File: src/rtl/xfer_pkg.sv
package xfer_pkg;
  localparam int WIDE_W   = 8;
  localparam int NSRC     = 4;
  localparam int NARROW_W = 4;
endpackage

File: src/rtl/xfer_source_bank.sv
module xfer_source_bank #(
  parameter int W = xfer_pkg::WIDE_W,
  parameter int N = xfer_pkg::NSRC
) (
  input  logic              clk,
  input  logic              rst,
  input  logic [N-1:0]      we,
  input  logic [W-1:0]      wdata,
  output logic [N-1:0][W-1:0] regs_q
);
  for (genvar k = 0; k < N; k++) begin : g_reg
    always_ff @(posedge clk) begin
      if (rst)        regs_q[k] <= '0;
      else if (we[k]) regs_q[k] <= wdata;
    end

    // write takes the data, idle register keeps content
    p_src_write_r4: assert property (@(posedge clk) disable iff (rst)
      we[k] |=> regs_q[k] == $past(wdata));
    p_src_hold_r4: assert property (@(posedge clk) disable iff (rst)
      !we[k] |=> $stable(regs_q[k]));
  end
endmodule

File: src/rtl/xfer_steer.sv
module xfer_steer #(
  parameter int W = xfer_pkg::WIDE_W,
  parameter int N = xfer_pkg::NSRC,
  localparam int SEL_W = $clog2(N)
) (
  input  logic                clk,
  input  logic                rst,
  input  logic [N-1:0]        tsel,
  input  logic [N-1:0][W-1:0] src_q,
  output logic [W-1:0]        dst_q
);
  // one-hot to binary: bit b of the select is the OR of lines whose index has bit b set
  function automatic logic [SEL_W-1:0] encode_timing(input logic [N-1:0] t);
    logic [SEL_W-1:0] s;
    s = '0;
    for (int i = 0; i < N; i++)
      if (t[i]) s = s | SEL_W'(i);
    return s;
  endfunction

  logic [SEL_W-1:0] sel_idx;
  logic             dst_load;
  logic [W-1:0]     mux_out;

  assign sel_idx  = encode_timing(tsel);
  assign dst_load = |tsel;
  assign mux_out  = src_q[sel_idx];

  always_ff @(posedge clk) begin
    if (rst)           dst_q <= '0;
    else if (dst_load) dst_q <= mux_out;
  end

  // timing inputs are mutually exclusive
  p_onehot_timing_r2: assert property (@(posedge clk) disable iff (rst)
    $onehot0(tsel));
  // idle timing keeps the destination
  p_dst_idle_r3: assert property (@(posedge clk) disable iff (rst)
    !dst_load |=> $stable(dst_q));
  for (genvar k = 0; k < N; k++) begin : g_chk
    // line k copies source k
    p_dst_from_src_r2: assert property (@(posedge clk) disable iff (rst)
      tsel[k] |=> dst_q == $past(src_q[k]));
  end
endmodule

File: src/rtl/xfer_accum.sv
module xfer_accum #(
  parameter int W = xfer_pkg::NARROW_W
) (
  input  logic         clk,
  input  logic         rst,
  input  logic         opd_we,
  input  logic [W-1:0] opd_wdata,
  input  logic         step,
  input  logic         mode_add,
  output logic [W-1:0] acc_q
);
  function automatic logic [W-1:0] add_wrap(input logic [W-1:0] a, input logic [W-1:0] b);
    logic [W:0] full;
    full = {1'b0, a} + {1'b0, b};
    return full[W-1:0];
  endfunction

  logic [W-1:0] opd_q;
  logic [W-1:0] sum_val;
  logic [W-1:0] acc_next;

  assign sum_val  = add_wrap(acc_q, opd_q);
  assign acc_next = mode_add ? sum_val : opd_q;

  always_ff @(posedge clk) begin
    if (rst)         opd_q <= '0;
    else if (opd_we) opd_q <= opd_wdata;
  end

  always_ff @(posedge clk) begin
    if (rst)       acc_q <= '0;
    else if (step) acc_q <= acc_next;
  end

  // accumulate wraps modulo 2**W
  p_acc_add_r5: assert property (@(posedge clk) disable iff (rst)
    (step && mode_add) |=> acc_q == W'($past(acc_q) + $past(opd_q)));
  // plain transfer of the operand
  p_acc_copy_r6: assert property (@(posedge clk) disable iff (rst)
    (step && !mode_add) |=> acc_q == $past(opd_q));
  // no step, no change
  p_acc_hold_r7: assert property (@(posedge clk) disable iff (rst)
    !step |=> $stable(acc_q));
  // operand write
  p_opd_write_r8: assert property (@(posedge clk) disable iff (rst)
    opd_we |=> opd_q == $past(opd_wdata));
endmodule

File: src/rtl/xfer_datapath.sv
module xfer_datapath #(
  parameter int WIDE_W   = xfer_pkg::WIDE_W,
  parameter int NSRC     = xfer_pkg::NSRC,
  parameter int NARROW_W = xfer_pkg::NARROW_W
) (
  input  logic                clk,
  input  logic                rst,
  input  logic [NSRC-1:0]     src_we,
  input  logic [WIDE_W-1:0]   src_wdata,
  input  logic [NSRC-1:0]     tsel,
  output logic [WIDE_W-1:0]   dst_q,
  input  logic                opd_we,
  input  logic [NARROW_W-1:0] opd_wdata,
  input  logic                step,
  input  logic                mode_add,
  output logic [NARROW_W-1:0] acc_q
);
  logic [NSRC-1:0][WIDE_W-1:0] src_q;

  xfer_source_bank #(.W(WIDE_W), .N(NSRC)) u_bank (
    .clk(clk), .rst(rst), .we(src_we), .wdata(src_wdata), .regs_q(src_q));

  xfer_steer #(.W(WIDE_W), .N(NSRC)) u_steer (
    .clk(clk), .rst(rst), .tsel(tsel), .src_q(src_q), .dst_q(dst_q));

  xfer_accum #(.W(NARROW_W)) u_accum (
    .clk(clk), .rst(rst), .opd_we(opd_we), .opd_wdata(opd_wdata),
    .step(step), .mode_add(mode_add), .acc_q(acc_q));
endmodule

File: config.mk
export PLATFORM = sky130hd
export DESIGN_NAME = xfer_datapath
export DESIGN_NICKNAME = d
export VERILOG_FILES = /design/src/rtl/xfer_pkg.sv /design/src/rtl/xfer_source_bank.sv /design/src/rtl/xfer_steer.sv /design/src/rtl/xfer_accum.sv /design/src/rtl/xfer_datapath.sv
export SDC_FILE = /design/constraint.sdc
export NUM_CORES = 1
export LEC_CHECK = 0
export BUFFER_PORTS_ARGS = -buffer_cell sky130_fd_sc_hd__buf_2
export CAP_MARGIN = 20
export CELL_PAD_IN_SITES_DETAIL_PLACEMENT = 1
export CELL_PAD_IN_SITES_GLOBAL_PLACEMENT = 1
export CORE_MARGIN = 5
export CORE_UTILIZATION = 45
export CTS_CLUSTER_SIZE = 30
export DETAILED_ROUTE_END_ITERATION = 7
export PLACE_DENSITY = 0.84
export SYNTH_ARGS = -nofsm -noshare
export SYNTH_HDL_FRONTEND = slang
export SYNTH_SLANG_ARGS = --single-unit
File: constraint.sdc
create_clock -name clk -period 4.9 [get_ports clk]
set_clock_uncertainty 0.2 [all_clocks]
set_input_delay 0 -clock clk [delete_from_list [all_inputs] [get_ports clk]]
set_output_delay 0 -clock clk [all_outputs]
set_load 0.005 [all_outputs]
==> metrics.md <==
| Metric | Value |
|---|---|
| Asr flop ratio synth | 0 |
| Min cycle time layout | between 1.5 and 2 ns |
| Final Max Tran Viols | 0 |
| Critical path class | primary input to flip-flop |
| Number of global-route vias before repair | 1915 |
| Largest net degree at the start of global routing | about 50 |
| PortBufs | 36 |
| Crit path cell chain | dlygate4sd3_1, buf_2, nor3b_1, a221oi_1, a211oi_2 |
| Final hold violations | 0 |
| Full die area | approximately 0.0062 mm² |
| Sink Count | 48 |
| Crit. End Element | flip-flop |
| Starting density of the core | 0.455 |
| DR pass1 iterations | 4 |
| Clock Path Buffers | 2 |
| Worst EP arrival | around 2.0 ns |
| Cell internal pwr | about 630 µW |
| Top-count cell post-synth | nor2_1 |
| Post-synth top cells | nor2_1 (55), dfxtp_1 (48), mux2i_1 (47), clkbuf_1 (12), a221oi_1 (7) |
| Final setup TNS | 0 ns |
| CTS tree | done |
| Total GRT Usage | 0.198 |
| Fin crit share | 0.401 |
| Slew margin rel. | 0.365 |
| Number of synthesized flops with an enable pin | 0 |
| Post-Syn Nets | between 200 and 250 |
| Final WL | approximately 5.8 mm |
| Warnings from Yosys | 0 |
| Hold crit path type | primary input to flip-flop |
| Clock slew at reported path FFs | around 0.09 ns |
| Synth unique cells | 32 |
| Residual DRC count | 0 |
| Max incr delay on CP | roughly 0.76 ns |
| Total gr overflow | 0 |
| Post-synthesis register bit count | 48 |
| Post-Syn Instances | between 200 and 250 |
| Row cnt | 25 |
| Die H | about 80 µm |
| Synth area leaders | dfxtp_1 (45%), mux2i_1 (22%), nor2_1 (9.7%), a211oi_2 (3.5%), a221oi_1 (2.9%) |
| Max Cap Viol | 0 |
| Logic pwr share | 0.155 |
| Sequential Power Share | 0.509 |
| Area growth syn-to-layout | 27.3% |
| Flop2flop setup slack | a little under 3 ns |
| Iter 0 DRT Violations | 191 |
| H-tree depth | 2 |
| Storage element area | about 960 µm² |
| Final setup fails | 0 |
| Post-synthesis cell area | 0.00212 mm² |
| Avg Cell Area, Syn | roughly 9.8 µm² |
| RSZ-0062 raised after global routing | no |
| Net switching power | between 200 and 250 µW |
| Post-route cell area | approximately 0.0027 mm² |
| Clock Latency Late Sink | slightly below 0.3 ns |
| Multi-input logic area | about 0.0011 mm² |
| Tightest Pin Transition | approximately 0.95 ns |
| WHS | about 0.14 ns |
| Placed instance area | roughly 0.0023 mm² |
| Vias after detailed routing | 1816 |
| Root buf cell | clkbuf_8 |
| Crit Path Max Fanout | 7 |
| Pleak | approximately 1.2 nW |
| Final Net Count | ~300 |
| DR vias/cell | 5.55 |
| PD cells | 313 mW/mm² |
| CP max stage cell | nor3b_1 |
| Main synth FF type | dfxtp_1 |
| Die span in x | roughly 79 µm |
| Hpwl dp | around 3.5 mm |
| Layout cells sized above 1 | 0.194 |
| Post-CTS sizing | 0 |
| Maximum VDD drop | roughly 0.18 mV |
| Share of the synthesized area in the top cell type | 0.453 |
| CTS buffer count | 5 |
| Largest area contributor in the netlist | dfxtp_1 |
| Routed length per instance | 17.6 µm |
| Core ar. | about 0.0047 mm² |
| Startpoint Class | primary input |
| Max Freq | approximately 510 MHz |
| Worst Path Required | roughly 5 ns |
| # diodes | 0 |
| Outcome | finished, final reports clean |
| Post-synthesis sequential area ratio | 0.453 |
| Filler cells | between 500 and 600 |
| Antenna-violating nets left | 0 |
| Ports | 37 |
| Sw Share | 0.254 |
| Final GP Congestion | just over 0.7 |
| First-pass GRT wire length | approximately 9.7 mm |
| Initial antenna violation count | 0 |
| Power share of the clock group | 0.337 |
==> routing by layer <==
metal,vias to the layer above,GRT usage,wire length [µm]
met5,-,0,0
met2,38,0.329,2830
li1,873,-,-
met4,0,0.0507,30
met3,2,0.0310,162
met1,903,0.266,2730
==> stage by stage <==
| step | util | std cells | worst slack (ns) | total power [mW] |
|---|---|---|---|---|
| floorplan | - | 216 | 3.18 | 0.507 |
| global placement | 0.493 | 290 | 3.10 | 0.538 |
| detailed placement | 0.493 | 290 | 3.06 | 0.543 |
| CTS | 0.580 | 327 | 2.97 | 0.846 |
| global route | 0.580 | 327 | 2.84 | 0.886 |
| finish | 0.580 | 327 | 2.94 | 0.845 |
==> worst max-delay path: cells and delay by family <==
kind | cells | cell delay (ns)
simple gates | 1 | 0.76
buf+inv | 2 | 0.68
compound gates | 2 | 0.54
==> cells by family after synthesis <==
family          synth area share
xor+xnor                 0.00413
compound gates             0.111
fa+ha+maj                 0.0271
buf+inv                   0.0419
flops                      0.453
simple gates               0.141
mux                        0.222
==> power by group through the flow <==
stage               Sequential, mW  Clock [mW]  Combinational, mW
detailed placement           0.437           0              0.106
floorplan                    0.434           0             0.0727
finish                       0.430       0.284              0.131
CTS                          0.429       0.290              0.127
global route                 0.433       0.310              0.143
global placement             0.437           0              0.101
==> timing repair <==
action	CTS	global route
setup buffers	0	0
hold buffers	29	0
setup endpoints to repair	0	0
hold endpoints to repair	41	0
==> cells in the final DEF, fill, tap and decap left out, drive strengths merged <==
master and n:
xnor2 1, nand3b 1, or4 1, o21ai 2, ha 3, a21o 1, nor3b 1, mux2i 47
fa 1, a21oi 3, o41ai 1, or2 1, dfxtp 48, a31o 1, nor2 55, buf 36
nor3 1, a221oi 7, dlygate4sd3 29, nor4b 2, nand2 4, clkinvlp 1, a2111o 1, bufinv 1
a311oi 1, and4 1, clkinv 1, a211oi 8, nor2b 2, clkbuf 5, o311ai 1, inv 5
==> flip-flops by register name, summed over array words and instances (netlist names) <==
signal and flops:
u_bank.regs_q 32, u_steer.dst_q 8, u_accum.opd_q 4, u_accum.acc_q 4
==> worst paths after layout <==
kind	cells past startpoint	end	startpoint
max	5	u_steer.dst_q[1]$_SDFFE_PP0P_	tsel[3]
min	2	u_accum.opd_q[3]$_SDFFE_PP0P_	rst
max reg2reg	5	u_accum.acc_q[3]$_SDFFE_PP0P_	u_accum.opd_q[1]$_SDFFE_PP0P_
min reg2reg	2	u_bank.regs_q[3]$_SDFFE_PP0P_	u_bank.regs_q[3]$_SDFFE_PP0P_
==> area by class of cell <==
| cell class | instances | area share |
|---|---|---|
| Multi-Input combinational cell | 147 | 0.397 |
| Sequential cell | 48 | 0.356 |
| Timing Repair Buffer | 65 | 0.174 |
| Clock buffer | 5 | 0.0255 |
| Tap cell | 54 | 0.0250 |
| Clock inverter | 3 | 0.0157 |
| Inverter | 5 | 0.00695 |
Power figures use the tool's default switching activity.
